## src/rtl/ipt_pkg.sv

```systemverilog
package ipt_pkg;
  typedef enum logic [1:0] {
    ST_IDLE = 2'd0,
    ST_WAIT = 2'd1,
    ST_EVAL = 2'd2
  } walk_st_e;
endpackage

```

## src/rtl/ipt_hash.sv

```systemverilog
module ipt_hash #(
  parameter int PID_W     = 6,
  parameter int VPN_W     = 20,
  parameter int IDX_W     = 4,
  parameter int PID_SHIFT = 2
) (
  input  logic [PID_W-1:0] pid,
  input  logic [VPN_W-1:0] vpn,
  output logic [IDX_W-1:0] slot
);
  localparam int PW   = PID_W + PID_SHIFT;
  localparam int WIDE = (VPN_W > PW) ? VPN_W : PW;

  logic [WIDE-1:0] v_ext;
  logic [WIDE-1:0] p_ext;
  logic [WIDE-1:0] mix;

  assign v_ext = WIDE'(vpn);
  assign p_ext = WIDE'(pid) << PID_SHIFT;
  assign mix   = v_ext ^ p_ext;
  // table size is a power of two, so the modulo keeps the low bits
  assign slot  = mix[IDX_W-1:0];

  generate
    if (WIDE > IDX_W) begin : g_hi
      logic unused_hi;
      assign unused_hi = ^mix[WIDE-1:IDX_W];
    end
  endgenerate
endmodule

```

## src/rtl/ipt_match.sv

```systemverilog
module ipt_match #(
  parameter int PID_W  = 6,
  parameter int VPN_W  = 20,
  parameter int ATTR_W = 3,
  parameter int NXT_W  = 5,
  parameter int WR_BIT = 0,
  parameter int ENT_W  = 1 + PID_W + VPN_W + ATTR_W + NXT_W
) (
  input  logic [ENT_W-1:0] entry,
  input  logic [PID_W-1:0] key_pid,
  input  logic [VPN_W-1:0] key_vpn,
  input  logic             key_wr,
  output logic             key_hit,
  output logic             perm_ok,
  output logic             chain_end
);
  logic              e_valid;
  logic [PID_W-1:0]  e_pid;
  logic [VPN_W-1:0]  e_vpn;
  logic [ATTR_W-1:0] e_attr;
  logic              unused_link;

  assign e_valid = entry[ENT_W-1];
  assign e_pid   = entry[ENT_W-2 -: PID_W];
  assign e_vpn   = entry[NXT_W+ATTR_W +: VPN_W];
  assign e_attr  = entry[NXT_W +: ATTR_W];

  assign key_hit   = e_valid && (e_pid == key_pid) && (e_vpn == key_vpn);
  assign perm_ok   = !key_wr || e_attr[WR_BIT];
  assign chain_end = entry[NXT_W-1];
  assign unused_link = ^entry[NXT_W-2:0];
endmodule

```

## src/rtl/ipt_lookup.sv

```systemverilog
module ipt_lookup
  import ipt_pkg::*;
#(
  parameter int FRAMES    = 16,
  parameter int PID_W     = 6,
  parameter int VPN_W     = 20,
  parameter int ATTR_W    = 3,
  parameter int PID_SHIFT = 2,
  parameter int WR_BIT    = 0,
  localparam int IDX_W    = $clog2(FRAMES),
  localparam int NXT_W    = IDX_W + 1,
  localparam int ENT_W    = 1 + PID_W + VPN_W + ATTR_W + NXT_W,
  localparam int CNT_W    = $clog2(FRAMES + 1)
) (
  input  logic              clk,
  input  logic              rst,
  input  logic              req_valid,
  output logic              req_ready,
  input  logic [PID_W-1:0]  req_pid,
  input  logic [VPN_W-1:0]  req_vpn,
  input  logic              req_write,
  output logic              mem_rd_en,
  output logic [IDX_W-1:0]  mem_rd_addr,
  input  logic [ENT_W-1:0]  mem_rd_data,
  output logic              resp_valid,
  output logic              resp_hit,
  output logic              resp_denied,
  output logic [IDX_W-1:0]  resp_frame,
  output logic [ATTR_W-1:0] resp_attr,
  output logic [CNT_W-1:0]  resp_probes
);
  walk_st_e          state;
  logic [PID_W-1:0]  key_pid;
  logic [VPN_W-1:0]  key_vpn;
  logic              key_wr;
  logic [CNT_W-1:0]  probes;
  logic [IDX_W-1:0]  hash_idx;
  logic              key_hit;
  logic              perm_ok;
  logic              chain_end;
  logic              accept;
  logic              at_limit;
  logic [IDX_W-1:0]  link_idx;
  logic [ATTR_W-1:0] ent_attr;

  ipt_hash #(
    .PID_W(PID_W), .VPN_W(VPN_W), .IDX_W(IDX_W), .PID_SHIFT(PID_SHIFT)
  ) u_hash (
    .pid(req_pid), .vpn(req_vpn), .slot(hash_idx)
  );

  ipt_match #(
    .PID_W(PID_W), .VPN_W(VPN_W), .ATTR_W(ATTR_W), .NXT_W(NXT_W),
    .WR_BIT(WR_BIT), .ENT_W(ENT_W)
  ) u_match (
    .entry(mem_rd_data), .key_pid(key_pid), .key_vpn(key_vpn),
    .key_wr(key_wr), .key_hit(key_hit), .perm_ok(perm_ok),
    .chain_end(chain_end)
  );

  assign req_ready = (state == ST_IDLE);
  assign accept    = req_valid && req_ready;
  assign at_limit  = (probes == CNT_W'(FRAMES));
  assign link_idx  = mem_rd_data[IDX_W-1:0];
  assign ent_attr  = mem_rd_data[NXT_W +: ATTR_W];

  always_ff @(posedge clk) begin
    if (rst) begin
      state       <= ST_IDLE;
      key_pid     <= '0;
      key_vpn     <= '0;
      key_wr      <= 1'b0;
      probes      <= '0;
      mem_rd_en   <= 1'b0;
      mem_rd_addr <= '0;
      resp_valid  <= 1'b0;
      resp_hit    <= 1'b0;
      resp_denied <= 1'b0;
      resp_frame  <= '0;
      resp_attr   <= '0;
      resp_probes <= '0;
    end else begin
      resp_valid <= 1'b0;
      mem_rd_en  <= 1'b0;
      case (state)
        ST_IDLE: begin
          if (accept) begin
            key_pid     <= req_pid;
            key_vpn     <= req_vpn;
            key_wr      <= req_write;
            probes      <= CNT_W'(1);
            mem_rd_en   <= 1'b1;
            mem_rd_addr <= hash_idx;
            state       <= ST_WAIT;
          end
        end
        ST_WAIT: begin
          state <= ST_EVAL;
        end
        ST_EVAL: begin
          if (key_hit) begin
            resp_valid  <= 1'b1;
            resp_hit    <= perm_ok;
            resp_denied <= !perm_ok;
            resp_frame  <= mem_rd_addr;
            resp_attr   <= ent_attr;
            resp_probes <= probes;
            state       <= ST_IDLE;
          end else if (chain_end || at_limit) begin
            resp_valid  <= 1'b1;
            resp_hit    <= 1'b0;
            resp_denied <= 1'b0;
            resp_frame  <= '0;
            resp_attr   <= '0;
            resp_probes <= probes;
            state       <= ST_IDLE;
          end else begin
            probes      <= probes + CNT_W'(1);
            mem_rd_en   <= 1'b1;
            mem_rd_addr <= link_idx;
            state       <= ST_WAIT;
          end
        end
        default: state <= ST_IDLE;
      endcase
    end
  end


  first_slot_chk: assert property (@(posedge clk) disable iff (rst)
    (req_valid && req_ready) |=> (mem_rd_en && mem_rd_addr == $past(hash_idx)));


  busy_ready_chk: assert property (@(posedge clk) disable iff (rst)
    mem_rd_en |-> !req_ready);


  one_read_chk: assert property (@(posedge clk) disable iff (rst)
    mem_rd_en |=> !mem_rd_en);


  resp_pulse_chk: assert property (@(posedge clk) disable iff (rst)
    resp_valid |=> !resp_valid);


  probe_bound_chk: assert property (@(posedge clk) disable iff (rst)
    resp_valid |-> (resp_probes != '0 && resp_probes <= CNT_W'(FRAMES)));


  hit_deny_excl_chk: assert property (@(posedge clk) disable iff (rst)
    resp_valid |-> !(resp_hit && resp_denied));
endmodule

```

## config.mk

```make
export PLATFORM = sky130hd
export DESIGN_NAME = ipt_lookup
export DESIGN_NICKNAME = d
export VERILOG_FILES = /design/src/rtl/ipt_pkg.sv /design/src/rtl/ipt_hash.sv /design/src/rtl/ipt_match.sv /design/src/rtl/ipt_lookup.sv
export SDC_FILE = /design/constraint.sdc
export NUM_CORES = 1
export LEC_CHECK = 0
export BUFFER_PORTS_ARGS = -buffer_cell sky130_fd_sc_hd__clkbuf_2
export CAP_MARGIN = 0
export CORE_ASPECT_RATIO = 1.4
export CORE_UTILIZATION = 53
export DETAILED_ROUTE_END_ITERATION = 16
export GPL_TIMING_DRIVEN = 1
export PLACE_DENSITY = 0.85
export SETUP_SLACK_MARGIN = 0.5
export SYNTH_ARGS = -nofsm -noshare
export SYNTH_HDL_FRONTEND = slang
export SYNTH_SLANG_ARGS = --single-unit
export TNS_END_PERCENT = 30
```

## constraint.sdc

```tcl
create_clock -name clk -period 3.7 [get_ports clk]
set_input_delay 0.74 -clock clk [delete_from_list [all_inputs] [get_ports clk]]
set_output_delay 0.74 -clock clk [all_outputs]
set_load 0.01 [all_outputs]
```

==> summary.txt, run 1 <==
Fin. Hold Viols: 0
P_leak: 1.21 nW
CP Class: in -> reg
Seq pwr share: 0.496
Final setup viols: 0
Starting density of the core: 0.553
CTS sink count: 54
Met1 GRT Util: 0.248
Yosys top cell by area: dfxtp_1
Maximum vdd drop: 0.244 mV
HP Class: reg -> reg
Yosys top cell area share: 0.461
Grt total ovfl: 0
Setup TNS Final: 0 ns
CP Launch Type: input pin
Hold Buf Count CTS: 0
CTS clk-pin slew, worst paths: 0.09 ns
CP required: 3.95 ns
Row count: 28
# Max-Cap Violations: 0
Met3 track demand over resource: 0.0435
N_diodes: 0
Area grow syn2layout: 25.8%
Power Internal: 0.000972 W
Port bufs: 85
M2 GR Usage: 0.421
Register-to-register setup slack: 1.53 ns
#FFs+latches synth: 54
Reg2Reg Depth: 8
Max-slew violations: 0
Die ar.: 4700 um2
Crit path arrival time: 2.49 ns
Die X: 58.2 um
CP Capture Type: flip-flop
Final Critical Period: 2.25 ns
Crit Path Max Fanout: 9
Hold EP: resp_probes[1]
Fmax: 0.445 GHz
Root buf cell: clkbuf_8
Gate power share: 0.129
Syn Area/Cell: 8.69 um2
Most frequent cells in the layout: clkbuf_2 (85), nand2_1 (75), dfxtp_1 (54)
1st-pass router iterations: 4
DRC: 0
Total track usage: 0.227
Power consumption: 0.00126 W
Detailed Route Iter0 Violations: 97
Layout cell share with drive strength beyond 1: 0.295
Initial antenna violation count: 0
Worst slew margin: 0.600
Cell area after layout: 2950 um2
Warnings, synthesis: 0
FF-to-FF End: probes[3]
Cell Area, Placed: 2810 um2
Via Count: 2126
Hold depth: 2
Die Span Y: 80.7 um
GPL Wtd Cong: 0.795
I/O pin count: 86
FILL cells: 351
Register area share after synthesis: 0.461
Commonest non-fill, non-tap cell in the layout: clkbuf_2
Hold Startpoint: resp_probes[1]
Clk_lat worst skew: 0.31 ns
Worst r2r src: probes[0]
RSZ-0062 raised after global routing: no
TritonCTS clock tree: done
Net Sw Power: 0.000291 W
NumNets Final: 418
Synth top area cells: dfxtp_1 (46%), nand2_1 (12%), xnor2_1 (9.3%), a21oi_1 (7.3%), a32o_1 (3.8%)
Vias in the first global route: 1985
Post-synth cell types: 33
Area of the multi-input gates: 1190 um2
Final ANT Viol Nets: 0
Final period util: 0.607
Largest net degree at the start of global routing: 42
Area taken by flip-flops and latches: 1080 um2
Status: finished, final reports clean
Hpwl dp: 3740 um
Synthesized area: 2350 um2
CTS Buf Count: 5
Worst Tran Pin Value: 0.597 ns
Synthesized net count: 337
Wire per inst: 12.4 um
P per Cell Area: 428 nW/um2
Global-route wire length before repair: 8200 um
Post-Synthesis Cells: 270
Core footprint: 4240 um2
Clock power share: 0.374
Htree depth: 2
Clock Skews: 0.00690 ns
Switching share of power: 0.231
Vias per inst: 5.16
GRT busiest layer: met2
Cts repair resizes: 0
Routed wire length: 5100 um
Clock buffer depth: 2
Setup repair bufs after CTS: 0
## cells in the mapped netlist, drive strengths merged
library cell / instances
and2: 1
inv: 3
a211oi: 1
ha: 2
o221ai: 2
xnor2: 25
a31o: 1
dfxtp: 54
a31oi: 1
nor2: 4
nor4: 1
and4bb: 1
mux2i: 5
xor2: 3
a32o: 9
a21o: 1
clkinv: 1
a21oi: 35
nand4: 7
clkbuf: 13
nand3: 6
nor2b: 2
nand2: 76
nand2b: 1
o21ai: 1
nor3: 7
a311oi: 4
a41oi: 2
buf: 1
## cells by family (layout without fill, tap and decap cells)
family	after synthesis	after routing	share of synthesized area
AO/OA/AOI/OAI	57	57	0.166
XOR/XNOR	28	28	0.105
adder cells (fa/ha/maj)	2	2	0.0107
buffers and inverters	18	100	0.0320
flip-flops	54	54	0.461
multiplexers	5	5	0.0213
AND/OR/NAND/NOR	106	106	0.205
## sequential cells by signal, indices dropped and copies added, names as in the netlist
name / flops
resp_denied: 1
key_vpn: 20
mem_rd_en: 1
key_wr: 1
resp_frame: 4
probes: 5
resp_hit: 1
key_pid: 6
state: 2
resp_probes: 5
mem_rd_addr: 4
resp_attr: 3
resp_valid: 1
## layout make-up
| cell class | count | area share |
|---|---|---|
| Clock buffer | 6 | 0.0280 |
| Multi-Input combinational cell | 198 | 0.403 |
| Sequential cell | 54 | 0.366 |
| Inverter | 4 | 0.00509 |
| Clock inverter | 2 | 0.0203 |
| Timing Repair Buffer | 88 | 0.152 |
| Tap cell | 60 | 0.0254 |
## critical path, cell delays in order
cell and delay [ns]:
clkbuf_2 0.09, xnor2_1 0.17, nand4_1 0.16, nor4_4 0.45
nand3_2 0.17, nor3_2 0.49, a32o_1 0.21
## through the flow
| step | std cells | setup WS [ns] | hold WS [ns] | utilization |
|---|---|---|---|---|
| after CTS | 412 | 1.48 | 0.466 | 0.696 |
| after detailed placement | 404 | 1.16 | 0.447 | 0.663 |
| after floorplan | 270 | 1.49 | 0.445 | - |
| final | 412 | 1.45 | 0.464 | 0.696 |
| after global routing | 412 | 1.24 | 0.481 | 0.696 |
| after global placement | 404 | 1.26 | 0.446 | 0.663 |
## power by group through the flow
stage	Clock [W]	Combinational, W	Sequential [W]
detailed placement	0	0.000164	0.000641
global placement	0	0.000161	0.000640
finish	0.000473	0.000163	0.000627
global route	0.000500	0.000182	0.000631
floorplan	0	0.000100	0.000639
CTS	0.000479	0.000165	0.000628
## how the worst max path moves through the flow
stage | startpoint | endpoint | slack (ns) | cells after the start
after floorplan | mem_rd_data[23] | resp_frame[0] | 1.49 | 7
after global placement | mem_rd_data[23] | resp_attr[0] | 1.26 | 7
after detailed placement | mem_rd_data[31] | resp_denied | 1.16 | 7
after CTS | mem_rd_data[16] | resp_frame[0] | 1.48 | 7
after global routing | probes[0] | probes[3] | 1.24 | 8
final | mem_rd_data[31] | resp_frame[0] | 1.45 | 7
## metal layers
metal	vias up	part of all wire
met5	-	0
met4	0	0.014
met3	7	0.049
met2	67	0.52
met1	963	0.42
li1	1089	-
Note: power is estimated with default switching activity, not from simulation.
==> run 2: changes to the inputs <==
--- a/config.mk
+++ b/config.mk
@@ -5,13 +5,14 @@
 export SDC_FILE = /design/constraint.sdc
 export NUM_CORES = 1
 export LEC_CHECK = 0
+export ABC_AREA = 1
 export BUFFER_PORTS_ARGS = -buffer_cell sky130_fd_sc_hd__clkbuf_2
 export CAP_MARGIN = 0
 export CORE_ASPECT_RATIO = 1.4
-export CORE_UTILIZATION = 53
+export CORE_UTILIZATION = 47
 export DETAILED_ROUTE_END_ITERATION = 16
 export GPL_TIMING_DRIVEN = 1
-export PLACE_DENSITY = 0.85
+export PLACE_DENSITY = 0.76
 export SETUP_SLACK_MARGIN = 0.5
 export SYNTH_ARGS = -nofsm -noshare
 export SYNTH_HDL_FRONTEND = slang
==> constraint.sdc (replaced) <==
create_clock -name clk -period 1.8 [get_ports clk]
set_input_delay 0.36 -clock clk [delete_from_list [all_inputs] [get_ports clk]]
set_output_delay 0.36 -clock clk [all_outputs]
set_load 0.01 [all_outputs]
==> run 2 against run 1 <==
Against the previous run:
- critical path depth grew 1
- highest routed layer unchanged
- register-to-register slack worse by 1.3 ns
- area after synthesis grew 29%
- hold slack got worse by 0.17 ns
==> summary.txt, run 2 <==
Fin Hold WS: 0.293 ns (-0.171 ns)
Max-slew violations: 0 (unchanged)
Most frequent cells in the layout: nand2_1 (101), clkbuf_2 (85), inv_1 (65)
Most common cell in the netlist: nand2_1
CTS clk-pin slew, worst paths: 0.10 ns (about the same)
Setup ws final: 0.235 ns (-1.22 ns)
DRC: 0 (unchanged)
Cell Area, Placed: 3540 um2 (+26%)
Vias per inst: 5.17 (about the same)
Largest register FFs: 20 (unchanged)
TritonCTS clock tree: done
Final period util: 0.870
Register-to-register setup slack: 0.23 ns (-1.30 ns)
Dpl ws: 0.0705 ns (-1.09 ns)
Total track usage: 0.248 (+0.0208)
Post-Synth Simple-Gate Area: 0.321 (+0.116)
Synth top cells by count: nand2_1 (113), inv_1 (69), dfxtp_1 (54)
HP Class: in -> reg
Yosys top cell by area: dfxtp_1
Setup TNS Final: 0 ns (unchanged)
Grt total ovfl: 0 (unchanged)
RSZ-0062 raised after global routing: yes
Wire per inst: 13.2 um (+6.2%)
Area fraction in compound gates after synthesis: 0.166 (-0.000304)
Row count: 34 (+21%)
Synthesized net count: 522 (+55%)
CP Capture Type: flip-flop
Hpwl dp: 5970 um (+60%)
Biggest regs: key_vpn (20), key_pid (6)
Clk_lat worst skew: 0.31 ns (about the same)
Area grow syn2layout: 29.6%
Root buf cell: clkbuf_8
Hold Buf Count CTS: 0 (unchanged)
Crit-path slowest cell: dfxtp_2
P_leak: 1.92 nW (+59%)
Warnings, synthesis: 0 (unchanged)
Worst r2r src: probes[0]
Fmax: 0.639 GHz
Hold Startpoint: mem_rd_data[7]
Core footprint: 6210 um2 (+47%)
Crit-path cells: inv_1 -> ha_2 -> a41oi_4 -> buf_4 -> nand3_4 -> nand3_1 -> nand2_1 -> nor2_1
Post-synthesis mux area share: 0 (-0.0213)
Die Span Y: 96.9 um (+20%)
Yosys top cell area share: 0.358 (-0.103)
Register area share after synthesis: 0.358 (-0.103)
Synth top area cells: dfxtp_1 (36%), nand2_1 (14%), inv_1 (8.6%), nor2_1 (6.2%), a21oi_1 (5.1%)
P per Cell Area: 762 nW/um2 (+78%)
1st-pass router iterations: 4 (unchanged)
Post-synth ARST share: 0 (unchanged)
Crit Path Max Fanout: 10 (+1)
Worst Tran Pin Value: 0.471 ns (-0.126 ns)
N_diodes: 0 (unchanged)
Syn Area/Cell: 6.64 um2 (-24%)
Hold depth: 3 (+1)
Port bufs: 85 (unchanged)
Final ANT Viol Nets: 0 (unchanged)
Layout cell share with drive strength beyond 1: 0.359 (+0.0632)
Adder-cell share of the synthesized area: 0.00828 (-0.00239)
CTS Buf Count: 5 (unchanged)
Post-synth EDFFs: 0 (unchanged)
NumNets Final: 618 (+48%)
Die X: 69.8 um (+20%)
CTS sink count: 54 (unchanged)
Reg2Reg Depth: 8 (unchanged)
Largest net degree at the start of global routing: 32 (-24%)
Post-Synthesis Cells: 455 (+69%)
Worst slew margin: 0.684 (+0.0840)
Cell area after layout: 3920 um2 (+33%)
# Max-Cap Violations: 0 (unchanged)
FF-to-FF End: probes[4]
#FFs+latches synth: 54 (unchanged)
Maximum vdd drop: 0.536 mV (+120%)
GPL Wtd Cong: 0.883 (+11%)
Via Count: 3223 (+52%)
CP peak stage delay: 0.41 ns (-0.08 ns)
Final Critical Period: 1.57 ns
Vias in the first global route: 3096 (+56%)
Starting density of the core: 0.487 (-0.0667)
Synthesized area: 3020 um2 (+29%)
CP required: 2.05 ns (-1.90 ns)
Crit path arrival time: 1.81 ns (-0.68 ns)
Htree depth: 2 (unchanged)
Initial antenna violation count: 0 (unchanged)
Power consumption: 0.00298 W (+140%)
Final setup viols: 0 (unchanged)
Commonest non-fill, non-tap cell in the layout: nand2_1
Largest family of logic cells by synthesized area: simple AND/OR/NAND/NOR gates
XOR/XNOR Fraction of Synth Area: 0.0174 (-0.0871)
I/O pin count: 86 (unchanged)
Clock buffer depth: 2 (unchanged)
Post-synth cell types: 32 (-3.0%)
Global-route wire length before repair: 13600 um (+66%)
Status: finished, final reports clean
Die ar.: 6760 um2 (+44%)
Predominant post-synthesis flop cell: dfxtp_1
Hold EP: resp_attr[2]
CP Class: reg -> reg
Largest Register: key_vpn
Routed wire length: 8210 um (+61%)
Fin. Hold Viols: 0 (unchanged)
CP Launch Type: flip-flop
Detailed Route Iter0 Violations: 113 (+16%)
Clock Skews: 0.00748 ns (+0.000584 ns)
[run 2: logic make-up (layout without fill, tap and decap cells)]
family / Yosys count / in the layout
buffers and inverters: 90 / 184
AO/OA/AOI/OAI: 82 / 82
AND/OR/NAND/NOR: 221 / 224
flip-flops: 54 / 54
XOR/XNOR: 6 / 6
adder cells (fa/ha/maj): 2 / 2
[run 2: cell type report]
type	count	area (um2)
Clock buffer	6	82.6
Clock inverter	2	60.1
Fill cell	572	2290
Inverter	74	293
Multi-Input combinational cell	314	1690
Sequential cell	54	1110
Tap cell	72	90.1
Timing Repair Buffer	102	597
[run 2: how the worst max path moves through the flow]
stage                    start              to  slack (ns)  cells past startpoint
2_1_floorplan  mem_rd_data[12]    resp_attr[0]        0.36                     13
3_3_place_gp   mem_rd_data[12]  resp_probes[0]        0.11                     14
3_5_place_dp   mem_rd_data[12]  resp_probes[0]        0.07                     14
4_1_cts             key_pid[2]  resp_probes[0]        0.28                     11
5_1_grt             key_vpn[0]  resp_probes[1]        0.18                     12
6_report             probes[0]       probes[4]        0.23                      8
[run 2: through the flow]
stage               std cells  utilization
finish                    624        0.631
global route              624        0.631
CTS                       622        0.621
detailed placement        604        0.570
global placement          604        0.570
floorplan                 455            -
[run 2: report_power, final]
| group | internal (W) | switching (W) |
|---|---|---|
| registers | 0.00128 | 0.0000655 |
| logic | 0.000264 | 0.000370 |
| clock network | 0.000593 | 0.000410 |
| total | 0.00214 | 0.000846 |
[run 2: timing repair]
action                     in CTS  in global routing
buffers inserted                6                  2
setup endpoints to repair      39                 51
cloned                          4                  0
pin swaps                      13                 10
gates resized for setup        26                 22
[run 2: critical path: cells and delay by family, from the launching register on]
kind | cells | cell delay, ns
adders and majority gates | 1 | 0.18
DFF | 1 | 0.41
and+or+nand+nor | 4 | 0.42
buffers and inverters | 2 | 0.24
AOI/OAI and AO/OA | 1 | 0.24
[run 2: routing by layer]
layer,up-vias,global-route usage,part of all wire
met3,30,0.0365,0.057
li1,1621,-,-
met4,0,0.112,0.042
met5,-,0,0
met1,1445,0.282,0.40
met2,127,0.448,0.50
==> run 3: changes to the inputs <==
--- a/config.mk
+++ b/config.mk
@@ -5,14 +5,13 @@
 export SDC_FILE = /design/constraint.sdc
 export NUM_CORES = 1
 export LEC_CHECK = 0
-export ABC_AREA = 1
 export BUFFER_PORTS_ARGS = -buffer_cell sky130_fd_sc_hd__clkbuf_2
 export CAP_MARGIN = 0
 export CORE_ASPECT_RATIO = 1.4
-export CORE_UTILIZATION = 47
+export CORE_UTILIZATION = 44
 export DETAILED_ROUTE_END_ITERATION = 16
 export GPL_TIMING_DRIVEN = 1
-export PLACE_DENSITY = 0.76
+export PLACE_DENSITY = 0.75
 export SETUP_SLACK_MARGIN = 0.5
 export SYNTH_ARGS = -nofsm -noshare
 export SYNTH_HDL_FRONTEND = slang
==> run 3 against run 2 <==
Against the previous run:
- the flow now finishes with violations (setup timing)
- first-iteration DRC count unchanged
- cell area down 16%
- via count down 30%
- non-clock buffer count up 6
- clock skew down 0.0030 ns
- die area down 17%
- flip-flop and latch count unchanged
- critical path depth unchanged
- hold slack worse by 0.037 ns
- sequential power down 4%
- global-route usage down 3.1 points
- critical path type unchanged
==> summary.txt, run 3 (synthesis gave the netlist of run 1 again) <==
Wire per inst: 13.7 um (+3.8%)
Final period util: 1.05 (+0.177)
Vias in the first global route: 2071 (-33%)
DRC: 0 (unchanged)
I/O pin count: 86 (unchanged)
Port bufs: 85 (unchanged)
TritonCTS clock tree: done
Vias per inst: 5.13 (-0.63%)
Most frequent cells in the layout: clkbuf_2 (85), nand2_1 (73), dfxtp_1 (42)
# Max-Cap Violations: 0 (unchanged)
N_diodes: 0 (unchanged)
Core footprint: 5160 um2 (-17%)
Clock Skews: 0.00445 ns (-0.00303 ns)
Fmax: 0.531 GHz (-17%)
Clk_lat worst skew: 0.31 ns (about the same)
CP Capture Type: flip-flop
Final setup viols: 7 (+7)
FILL cells: 429 (-25%)
Max-slew violations: 0 (unchanged)
P per Cell Area: 739 nW/um2 (-3.0%)
Hold Buf Count CTS: 0 (unchanged)
Layout cell share with drive strength beyond 1: 0.435 (+0.0768)
Total track usage: 0.217 (-0.0311)
Die ar.: 5630 um2 (-17%)
Power consumption: 0.00244 W (-18%)
Worst slew margin: 0.687 (+0.00354)
1st-pass router iterations: 4 (unchanged)
Setup ws final: -0.0847 ns (-0.319 ns)
CTS Buf Count: 5 (unchanged)
RSZ-0062 raised after global routing: yes
Htree depth: 2 (unchanged)
Maximum vdd drop: 0.428 mV (-20%)
CTS clk-pin slew, worst paths: 0.09 ns (about the same)
Failing checks: setup timing
Status: complete, but fails checks
Die Span Y: 88.4 um (-8.8%)
P_leak: 1.36 nW (-29%)
Worst Tran Pin Value: 0.466 ns (-0.00528 ns)
Commonest non-fill, non-tap cell in the layout: clkbuf_2
CP Launch Type: flip-flop
CP Class: reg -> reg
Largest Register: key_vpn
Fin. Hold Viols: 0 (unchanged)
Global-route wire length before repair: 9340 um (-31%)
Root buf cell: clkbuf_8
Die X: 63.7 um (-8.7%)
Setup TNS Final: -0.168 ns (-0.168 ns)
Final Critical Period: 1.88 ns (+0.319 ns)
Biggest regs: key_vpn (20), key_pid (6)
CP required: 2.00 ns (-0.05 ns)
Routed wire length: 5980 um (-27%)
CTS sink count: 54 (unchanged)
NumNets Final: 439 (-29%)
Hpwl dp: 4000 um (-33%)
Via Count: 2248 (-30%)
Final ANT Viol Nets: 0 (unchanged)
HP Class: in -> reg
Crit path arrival time: 2.08 ns (+0.27 ns)
Grt total ovfl: 0 (unchanged)
Largest register FFs: 20 (unchanged)
GPL Wtd Cong: 0.728 (-18%)
Row count: 31 (-8.8%)
Initial antenna violation count: 0 (unchanged)
Clock buffer depth: 2 (unchanged)
Starting density of the core: 0.455 (-0.0319)
Area grow syn2layout: 40.8%
Largest net degree at the start of global routing: 30 (-6.3%)
Crit Path Max Fanout: 5 (-5)
Detailed Route Iter0 Violations: 113 (unchanged)
## run 3: cell count changes in the layout (fill, tap and decap cells not counted), moves of 17 or more
cell and delta:
nand2_2 -23, o21ai_0 -30, inv_1 -63, xnor2_1 +17, nand3_1 -22, nand2_1 -28, nor2_1 -46
## run 3: per-stage QoR
stage / util / hold WS (ns) / area [um2] / std cells / worst slack (ns)
after detailed placement: 0.583 / 0.451 / 3010 / 426 / -0.179
final: 0.640 / 0.256 / 3300 / 438 / -0.0847
after global routing: 0.640 / 0.249 / 3300 / 438 / -0.127
after floorplan: - / 0.445 / 2410 / 270 / 0.00459
after global placement: 0.583 / 0.443 / 3010 / 426 / -0.124
after CTS: 0.634 / 0.246 / 3270 / 437 / -0.0130
## run 3: what timing repair did
action / 4_1_cts / 5_1_grt
pin swaps: 16 / 18
resized for setup: 30 / 8
buffers inserted: 3 / 1
cloned: 1 / 0
endpoints found under the setup margin: 54 / 53
hold endpoints to repair: 0 / 0
## run 3: worst paths after layout
check | to | startpoint | depth (start not counted) | slack (ns)
min reg2reg | key_vpn[15] | key_vpn[15] | 2 | 0.46
max | probes[2] | key_vpn[0] | 8 | -0.08
max reg2reg | probes[2] | key_vpn[0] | 8 | -0.08
min | key_vpn[10] | req_vpn[10] | 3 | 0.26
## run 3: power breakdown
part / internal (W) / switching (W) / leakage, nW
clock: 0.000354 / 0.000389 / 0.0524
sequential: 0.00125 / 0.0000401 / 0.446
combinational: 0.000198 / 0.000209 / 0.858
total: 0.00180 / 0.000638 / 1.36
## run 3: layout make-up
| class | instances | area (um2) | area share |
|---|---|---|---|
| repair buffers | 108 | 641 | 0.194 |
| clock inverters | 1 | 8.76 | 0.00265 |
| inverters | 4 | 15.0 | 0.00455 |
| well taps | 66 | 82.6 | 0.0250 |
| multi-input cells | 199 | 1360 | 0.413 |
| flip-flops and latches | 54 | 1100 | 0.333 |
| clock buffers | 6 | 93.8 | 0.0284 |
## run 3: per-layer routing
layer,track usage,wire [um]
met5,0,0
met3,0.0528,326
met2,0.374,3050
met1,0.252,2510
met4,0.103,102
## run 3: critical path: stages, from the launching register on
cell     delay [ns]
dfxtp_1        0.37
xnor2_1        0.13
nand4_1        0.16
nor4_4         0.35
buf_4          0.19
buf_6          0.11
a31oi_4        0.14
a21oi_2        0.24
nor3_2         0.08
